### src/rtl/rxw_pkg.sv
// Shared constants and types for the receive ring writer.
package rxw_pkg;
    typedef enum logic [1:0] {
        ST_RECV,   // taking frame bytes
        ST_PAD,    // writing zero padding
        ST_DEST,   // writing held destination bytes
        ST_HDR     // writing the 4-byte header
    } rxw_state_e;

    localparam int HDR_BYTES  = 4;
    localparam int CRC_BYTES  = 4;
    localparam int ST_OK_BIT  = 0;
    localparam int ST_GRP_BIT = 5;
endpackage

### src/rtl/rxw_addr_filter.sv
// Destination filter. It is purely combinational.
// Assumes dest holds the first received byte in its top eight bits.
module rxw_addr_filter #(
    parameter int MAC_BYTES = 6
) (
    input  logic [MAC_BYTES*8-1:0] dest,
    input  logic [MAC_BYTES*8-1:0] station,
    input  logic                   promisc,
    input  logic                   bcast_en,
    input  logic                   mcast_en,
    output logic                   pass,
    output logic                   group
);
    localparam int MAC_W = MAC_BYTES * 8;

    logic is_bcast;
    logic is_own;

    // Classify the destination and combine it with the enables.
    always_comb begin
        is_bcast = &dest;
        is_own   = (dest == station);
        group    = dest[MAC_W-8];
        pass     = promisc | (is_bcast & bcast_en) | (group & mcast_en) | is_own;
    end
endmodule

### src/rtl/rxw_space_check.sv
// Ring free-room check. It reports whether a maximum-size frame still fits.
// Assumes start < stop and that both the current and boundary pages lie inside the ring.
module rxw_space_check #(
    parameter int PAGE_W = 8,
    parameter int THRESH = 1518
) (
    input  logic [PAGE_W-1:0] cur,
    input  logic [PAGE_W-1:0] bnd,
    input  logic [PAGE_W-1:0] start,
    input  logic [PAGE_W-1:0] stop,
    output logic              room_ok
);
    localparam int DW = PAGE_W + 2;
    localparam int BW = PAGE_W + 10;
    localparam logic signed [BW-1:0] THR = BW'(THRESH);

    logic signed [DW-1:0] pdiff;
    logic signed [BW-1:0] free_b;

    // Count free pages, then scale them to bytes.
    always_comb begin
        if (cur < bnd)
            pdiff = $signed({2'b00, bnd}) - $signed({2'b00, cur});
        else
            pdiff = ($signed({2'b00, stop}) - $signed({2'b00, start}))
                  - ($signed({2'b00, cur}) - $signed({2'b00, bnd}));
        free_b  = $signed({pdiff, 8'h00});
        room_ok = (free_b >= THR);
    end
endmodule

### src/rtl/rxw_next_page.sv
// Next-frame page calculation with wrap at the stop page.
// Assumes len is the padded frame length and start < stop.
module rxw_next_page #(
    parameter int PAGE_W = 8,
    parameter int LEN_W  = 16
) (
    input  logic [PAGE_W-1:0] page,
    input  logic [LEN_W-1:0]  len,
    input  logic [PAGE_W-1:0] start,
    input  logic [PAGE_W-1:0] stop,
    output logic [PAGE_W-1:0] nxt
);
    import rxw_pkg::*;
    localparam int SW = LEN_W + 2;

    logic [SW-1:0] pages;
    logic [SW-1:0] sum;

    // Round the stored size up to whole pages, then wrap.
    always_comb begin
        pages = (SW'(len) + SW'(HDR_BYTES + CRC_BYTES + 255)) >> 8;
        sum   = SW'(page) + pages;
        if (sum >= SW'(stop))
            sum = sum - SW'(stop - start);
        nxt = sum[PAGE_W-1:0];
    end
endmodule

### src/rtl/rx_ring_writer.sv
// Receive ring writer. It filters frames and stores the accepted ones in a paged ring.
// Frame bytes 6 and up are written as they arrive. Padding, the held destination bytes
// and the header are written in a tail phase, during which in_ready is low.
// Assumes the host does not load cur_page while a frame is in progress.
module rx_ring_writer #(
    parameter int PAGE_W    = 8,
    parameter int LEN_W     = 16,
    parameter int MAC_BYTES = 6,
    parameter int MAX_FRAME = 1514,
    parameter int MIN_FRAME = 60
) (
    input  logic                   clk,
    input  logic                   rst_n,
    input  logic                   in_valid,
    input  logic [7:0]             in_data,
    input  logic                   in_last,
    output logic                   in_ready,
    input  logic                   cfg_stop,
    input  logic                   cfg_promisc,
    input  logic                   cfg_bcast_en,
    input  logic                   cfg_mcast_en,
    input  logic [MAC_BYTES*8-1:0] station_addr,
    input  logic [PAGE_W-1:0]      ring_start,
    input  logic [PAGE_W-1:0]      ring_stop,
    input  logic [PAGE_W-1:0]      boundary_page,
    input  logic                   cur_load,
    input  logic [PAGE_W-1:0]      cur_load_page,
    output logic [PAGE_W-1:0]      cur_page,
    output logic                   mem_we,
    output logic [PAGE_W+7:0]      mem_addr,
    output logic [7:0]             mem_wdata,
    output logic                   rx_done
);
    import rxw_pkg::*;

    localparam int ADDR_W = PAGE_W + 8;
    localparam int MAC_W  = MAC_BYTES * 8;
    localparam int THRESH = MAX_FRAME + CRC_BYTES;
    localparam int STEP_W = $clog2(MAC_BYTES + 1);

    rxw_state_e          state;
    logic [LEN_W-1:0]    cnt;
    logic [7:0]          dbuf [MAC_BYTES];
    logic                acc_q;
    logic                grp_q;
    logic [PAGE_W-1:0]   fpage;
    logic [ADDR_W-1:0]   daddr;
    logic [STEP_W-1:0]   step;

    logic                hs;
    logic                decide_now;
    logic                acc_now;
    logic [MAC_W-1:0]    dest_vec;
    logic                flt_pass;
    logic                flt_grp;
    logic                room_ok;
    logic [PAGE_W-1:0]   nxt_page;
    logic [ADDR_W-1:0]   page_base;
    logic [7:0]          dest_byte;
    logic [7:0]          hdr_byte;
    logic [15:0]         total_len;
    logic [7:0]          status_b;

    // Destination vector: held bytes plus the byte arriving now.
    for (genvar g = 0; g < MAC_BYTES; g++) begin : g_dest
        if (g == MAC_BYTES - 1) begin : g_live
            assign dest_vec[MAC_W-1-8*g -: 8] = in_data;
        end else begin : g_held
            assign dest_vec[MAC_W-1-8*g -: 8] = dbuf[g];
        end
    end

    rxw_addr_filter #(.MAC_BYTES(MAC_BYTES)) u_filter (
        .dest     (dest_vec),
        .station  (station_addr),
        .promisc  (cfg_promisc),
        .bcast_en (cfg_bcast_en),
        .mcast_en (cfg_mcast_en),
        .pass     (flt_pass),
        .group    (flt_grp)
    );

    rxw_space_check #(.PAGE_W(PAGE_W), .THRESH(THRESH)) u_space (
        .cur     (fpage),
        .bnd     (boundary_page),
        .start   (ring_start),
        .stop    (ring_stop),
        .room_ok (room_ok)
    );

    rxw_next_page #(.PAGE_W(PAGE_W), .LEN_W(LEN_W)) u_next (
        .page  (fpage),
        .len   (cnt),
        .start (ring_start),
        .stop  (ring_stop),
        .nxt   (nxt_page)
    );

    // Step a ring address by one byte, going back to the start page at the stop page.
    function automatic logic [ADDR_W-1:0] ring_adv(input logic [ADDR_W-1:0] a,
                                                   input logic [PAGE_W-1:0] st,
                                                   input logic [PAGE_W-1:0] sp);
        logic [ADDR_W:0] n;
        n = {1'b0, a} + 1'b1;
        if (n == {1'b0, sp, 8'h00})
            return {st, 8'h00};
        return n[ADDR_W-1:0];
    endfunction

    // Handshake and accept decision.
    always_comb begin
        in_ready   = (state == ST_RECV);
        hs         = in_valid & in_ready;
        decide_now = hs && (cnt == LEN_W'(MAC_BYTES - 1));
        acc_now    = decide_now ? (flt_pass & room_ok & ~cfg_stop) : acc_q;
    end

    // Tail data: the held destination byte and the header byte for the current step.
    always_comb begin
        page_base = {fpage, 8'h00};
        total_len = 16'(cnt) + 16'(HDR_BYTES);
        status_b  = 8'(1 << ST_OK_BIT) | (grp_q ? 8'(1 << ST_GRP_BIT) : 8'h00);
        dest_byte = 8'h00;
        for (int k = 0; k < MAC_BYTES; k++)
            if (step == STEP_W'(k)) dest_byte = dbuf[k];
        case (step)
            STEP_W'(0): hdr_byte = status_b;
            STEP_W'(1): hdr_byte = nxt_page;
            STEP_W'(2): hdr_byte = total_len[7:0];
            default:    hdr_byte = total_len[15:8];
        endcase
    end

    // Main sequencer: frame intake, padding, destination write-back, header, pointer update.
    always_ff @(posedge clk) begin
        if (!rst_n) begin
            state     <= ST_RECV;
            cnt       <= '0;
            acc_q     <= 1'b0;
            grp_q     <= 1'b0;
            fpage     <= '0;
            daddr     <= '0;
            step      <= '0;
            cur_page  <= '0;
            mem_we    <= 1'b0;
            mem_addr  <= '0;
            mem_wdata <= '0;
            rx_done   <= 1'b0;
            for (int k = 0; k < MAC_BYTES; k++) dbuf[k] <= '0;
        end else begin
            mem_we  <= 1'b0;
            rx_done <= 1'b0;
            if (cur_load)
                cur_page <= cur_load_page;
            case (state)
                ST_RECV: begin
                    if (hs) begin
                        cnt <= cnt + 1'b1;
                        if (cnt == '0) begin
                            fpage <= cur_page;
                            daddr <= {cur_page, 8'h00} + ADDR_W'(HDR_BYTES + MAC_BYTES);
                        end
                        for (int k = 0; k < MAC_BYTES; k++)
                            if (cnt == LEN_W'(k)) dbuf[k] <= in_data;
                        if (decide_now) begin
                            acc_q <= acc_now;
                            grp_q <= flt_grp;
                        end
                        if (cnt >= LEN_W'(MAC_BYTES) && acc_q) begin
                            mem_we    <= 1'b1;
                            mem_addr  <= daddr;
                            mem_wdata <= in_data;
                            daddr     <= ring_adv(daddr, ring_start, ring_stop);
                        end
                        if (in_last) begin
                            step <= '0;
                            if (cnt < LEN_W'(MAC_BYTES - 1) || !acc_now) begin
                                cnt   <= '0;
                                acc_q <= 1'b0;
                            end else if ((cnt + 1'b1) < LEN_W'(MIN_FRAME)) begin
                                state <= ST_PAD;
                            end else begin
                                state <= ST_DEST;
                            end
                        end
                    end
                end
                ST_PAD: begin
                    mem_we    <= 1'b1;
                    mem_addr  <= daddr;
                    mem_wdata <= 8'h00;
                    daddr     <= ring_adv(daddr, ring_start, ring_stop);
                    cnt       <= cnt + 1'b1;
                    if (cnt == LEN_W'(MIN_FRAME - 1))
                        state <= ST_DEST;
                end
                ST_DEST: begin
                    mem_we    <= 1'b1;
                    mem_addr  <= page_base + ADDR_W'(HDR_BYTES) + ADDR_W'(step);
                    mem_wdata <= dest_byte;
                    if (step == STEP_W'(MAC_BYTES - 1)) begin
                        step  <= '0;
                        state <= ST_HDR;
                    end else begin
                        step <= step + 1'b1;
                    end
                end
                default: begin
                    mem_we    <= 1'b1;
                    mem_addr  <= page_base + ADDR_W'(step);
                    mem_wdata <= hdr_byte;
                    if (step == STEP_W'(HDR_BYTES - 1)) begin
                        cur_page <= nxt_page;
                        rx_done  <= 1'b1;
                        state    <= ST_RECV;
                        cnt      <= '0;
                        acc_q    <= 1'b0;
                        step     <= '0;
                    end else begin
                        step <= step + 1'b1;
                    end
                end
            endcase
        end
    end

    AST_DONE_PULSE: assert property (@(posedge clk) disable iff (!rst_n)
        rx_done |=> !rx_done);
    AST_CUR_IN_RING: assert property (@(posedge clk) disable iff (!rst_n)
        rx_done |-> (cur_page >= ring_start && cur_page < ring_stop));
    AST_STOP_REFUSES: assert property (@(posedge clk) disable iff (!rst_n)
        (decide_now && cfg_stop) |=> !acc_q);
    AST_WRITE_IN_RING: assert property (@(posedge clk) disable iff (!rst_n)
        mem_we |-> (mem_addr >= {ring_start, 8'h00} && mem_addr < {ring_stop, 8'h00}));
    AST_TAIL_BLOCKS_INPUT: assert property (@(posedge clk) disable iff (!rst_n)
        (hs && in_last && acc_now && cnt >= LEN_W'(MAC_BYTES - 1)) |=> !in_ready);
endmodule

### config.mk
export PLATFORM = sky130hd
export DESIGN_NAME = rx_ring_writer
export DESIGN_NICKNAME = d
export VERILOG_FILES = /design/src/rtl/rxw_pkg.sv /design/src/rtl/rxw_addr_filter.sv /design/src/rtl/rxw_space_check.sv /design/src/rtl/rxw_next_page.sv /design/src/rtl/rx_ring_writer.sv
export SDC_FILE = /design/constraint.sdc
export NUM_CORES = 1
export LEC_CHECK = 0
export CAP_MARGIN = 15
export CORE_ASPECT_RATIO = 0.75
export CORE_MARGIN = 4
export CORE_UTILIZATION = 58
export CTS_BUF_LIST = sky130_fd_sc_hd__clkbuf_8 sky130_fd_sc_hd__clkbuf_16
export DETAILED_ROUTE_END_ITERATION = 10
export PLACE_DENSITY = 0.8
export SYNTH_ARGS = -nofsm -noshare
export SYNTH_HDL_FRONTEND = slang
export SYNTH_SLANG_ARGS = --single-unit
### constraint.sdc
create_clock -name clk -period 5.4 [get_ports clk]
set_input_delay 0.81 -clock clk [delete_from_list [all_inputs] [get_ports clk]]
set_output_delay 0.81 -clock clk [all_outputs]
set_load 0.02 [all_outputs]
==> summary by stage <==
CTS
The number of clock sinks is 129. The count of buffers added by post-CTS timing repair for setup is 0. The tree is rooted in a clkbuf_16. In this run, post-CTS hold repair placed 0 buffers.

In this run, CTS created clock tree buffers numbering 17. The clock transition at the registers of the reported paths is 0.07 ns. The number of H-tree levels is 4.

The clock tree from TritonCTS is built. The clock insertion delay at the later pin of the skew report is 0.43 ns. The maximum number of buffers from clock root to sink is 2.

Synthesis
The most instantiated library cell after synthesis is nand2_1. The area share of the leading cell type in the synthesized netlist is 15.0%. The synthesized netlist contains 78 unique library cells. Dividing the synthesized area by the synthesized cell count gives 8.29 um^2.

Ranked by total cell area, the synthesized netlist is headed by dfxtp_1 (15%), edfxtp_1 (13%), ha_1 (8.9%). The flip-flop and latch count after synthesis is 129. The cell type with the largest total area after synthesis is dfxtp_1. The predominant post-synthesis flop cell is dfxtp_1. The number of enable-type register cells in the synthesized netlist is 48. Of all flip-flops after synthesis, the portion carrying an async set or reset was 0%. The share of the Yosys chip area taken by registers is 28.4%. The post-synth net total is 1488. The count of warnings emitted by yosys is 0. Counting every instance in the synthesized netlist gives 1302. The commonest cells after synthesis are nand2_1 (109), a21oi_1 (96), nor2_1 (92). The post-synthesis instance area is 0.0108 mm^2.

Global route
The number of antenna violations at the first check in global routing is 0. Global routing consumed, over all layers together, 32.0% of the routing resources. The met3 usage in global routing is 10.5%. For this run, global-route usage on met2 was measured as 44.4%. The via count of the first global-routing pass is 9531.

For this run, global-route usage on met1 was measured as 48.0%. The maximum number of pins on one net before global-route repair is 61. The global-route wire length before repair is 52.4 mm. For this run the aggregate overflow at the end of global routing stands at 0.

The busiest layer in global routing is met1.

Placement
The count of buffers added on input and output ports is 131. Including well taps, the total number of placed cells is 1612. The HPWL reported at the end of detailed placement is 26.1 mm. At the end of routability-driven placement, the weighted congestion stood at 0.987. OpenSTA, run right after detailed placement, puts the worst setup slack at 0.0871 ns.

Layout
The post-layout instance count excluding filler cells is 1645. The fill cell total of the finished layout is 1405. The count of inserted antenna diode cells is 0. The share of post-route cells with drive strength above 1 is 6.06%. The utilization after layout is 71.1%. The post-synthesis to final-layout area growth is 18.4%. The total number of nets in the final design is 1576.

Die
The area of the core is 0.0180 mm^2. The initial core utilization is 60.0%. Pin placement for this block handled 132 I/O pins. The count of standard-cell rows is 42. The die is 126 um tall. The die extent in x is 165 um. The floorplan step defined a die boundary enclosing 0.0209 mm^2.

Power and ir drop
The leakage component of the power is 0.00511 uW. The proportion of power drawn by flip-flops and latches is 37.6%. Net switching is 30.6% of the power. The internal power of the cells totals 2000 uW. In this run the power density over the cells is 226 mW/mm^2. IR analysis of the VDD net gives a maximum drop of 0.000204 V.

The combinational group share of total power is 21.8%. For this design the total switching power over the nets is 886 uW. The clock network burns 40.5% of the power.

Detailed routing
For this block, the via count after detailed routing is 10479. The remaining design rule violation count is 0. The number of vias per cell is 6.37. In this run the remaining antenna-violating nets after routing total 0. The final routed wirelength across all metal layers is 34.4 mm. The number of DRC violations after detailed-routing iteration 0 is 1369.

The average wire per standard cell is 20.9 um. The first TritonRoute pass finished after 6 iterations.

Job
Across the run, the number of max-cap violations was 0.

STA
The number of pins with negative max-slew slack in the final report is 0. Headroom to the max-slew limit came out at 23.0%. The routed design could run at a clock period as short as 5.06 ns. The final cycle utilization of the critical path is 93.7%. The actual slew at the worst max-slew pin is 1.16 ns. The worst hold slack across all endpoints is 0.454 ns.

Across the routed clock network, the largest skew measured is 0.0125 ns. Setup repair after global routing left no endpoint under its margin. For the final routed database, the setup TNS stands at 0 ns.

The final worst setup slack is 0.342 ns. The number of hold violations in the final report is 0. Based on the critical path, the design can be clocked at up to 198 MHz.

The final number of setup-violating endpoints is 0.

Status
The run finished with clean final reports.

Worst setup path
The worst setup path is launched from a flop. Data on the critical path arrives at its endpoint at 5.41 ns. The kind of critical path is reg -> reg. The largest fanout on the critical path is 7. STA classifies the critical path endpoint as a flop. The critical path required time is 5.75 ns.

Hold path
In this run the worst hold path is classified as reg -> reg.
[registers in the layout, summed over array words and instances, names as in the netlist, 2 cells and up]
signal,flops
dbuf,48
daddr,16
mem_wdata,8
cur_page,8
mem_addr,16
step,3
state,2
cnt,16
fpage,8
[layer usage]
metal | up-vias | share of wire (%)
li1 | 4856 | -
met1 | 4883 | 43
met3 | 77 | 14
met5 | - | 0
met2 | 663 | 41
met4 | 0 | 2.0
[final timing paths]
kind / startpoint / end / slack (ns) / cells past startpoint
setup / recovery: cnt[1] / mem_wdata[7] / 0.34 / 21
hold / removal: mem_addr[5] / mem_addr[5] / 0.45 / 2
setup reg to reg: cnt[1] / mem_wdata[7] / 0.34 / 21
hold reg to reg: mem_addr[5] / mem_addr[5] / 0.45 / 2
[stage by stage]
step / total power [uW] / cell area, um^2
3_5_place_dp: 1720 / 12200
3_3_place_gp: 1700 / 12200
6_report: 2890 / 12800
4_1_cts: 2870 / 12800
5_1_grt: 2980 / 12800
2_1_floorplan: 1490 / 10800
[final cells by class]
class | count | area (um^2) | area share, %
clock inverter | 14 | 138 | 1.08
sequential | 129 | 3060 | 24.0
inverter | 71 | 267 | 2.09
multi-input combinational | 1017 | 7080 | 55.4
timing repair buffer | 154 | 1480 | 11.6
tap | 242 | 303 | 2.37
clock buffer | 18 | 450 | 3.53
[what timing repair did]
action	in CTS	in global routing
resized for setup	0	1
hold endpoints to repair	0	0
endpoints found under the setup margin	0	1
[cells by family after synthesis]
| kind of cell | Yosys count | synth area share (%) |
|---|---|---|
| AOI/OAI and AO/OA | 301 | 18.4 |
| xor gates and xnor gates | 125 | 10.4 |
| adders and majority gates | 89 | 11.2 |
| buffers and inverters | 156 | 6.10 |
| DFF | 129 | 28.4 |
| muxes | 28 | 2.74 |
| and+or+nand+nor | 474 | 22.8 |
[worst max-delay path, stage by stage, from the launching register on]
cell and delay [ns]:
dfxtp_1 0.44, inv_1 0.15, ha_1 0.24, nor2b_1 0.15
o21ai_2 0.12, nand2_1 0.13, nand2_1 0.08, xnor2_1 0.15
ha_1 0.34, o21ai_0 0.17, nor2_1 0.09, or3_1 0.39
a22oi_2 0.29, fa_1 0.47, ha_1 0.35, or2_2 0.29
a21oi_1 0.14, a21oi_1 0.06, xnor2_1 0.19, mux2i_1 0.14
or4_1 0.48, a21oi_1 0.12
[cell usage in the layout, fill, tap and decap left out, types with 40 or more instances in the layout]
cell type        synthesis  layout
clkdlybuf4s50_1          0     130
nand2_1                109     109
a21oi_1                 96      95
nor2_1                  92      92
dfxtp_1                 81      81
ha_1                    77      77
xor2_1                  73      73
inv_1                   70      71
xnor2_1                 50      50
o21ai_0                 48      48
edfxtp_1                48      48
and2_1                  47      47
nand3_1                 40      40
[power groups by stage]
| stage | clock, uW | combinational (uW) | sequential [uW] |
|---|---|---|---|
| after floorplan | 0 | 407 | 1090 |
| after global placement | 0 | 600 | 1100 |
| after detailed placement | 0 | 613 | 1100 |
| after CTS | 1160 | 618 | 1080 |
| after global routing | 1210 | 685 | 1090 |
| final | 1170 | 631 | 1090 |
Note: power is estimated with default switching activity, not from simulation.
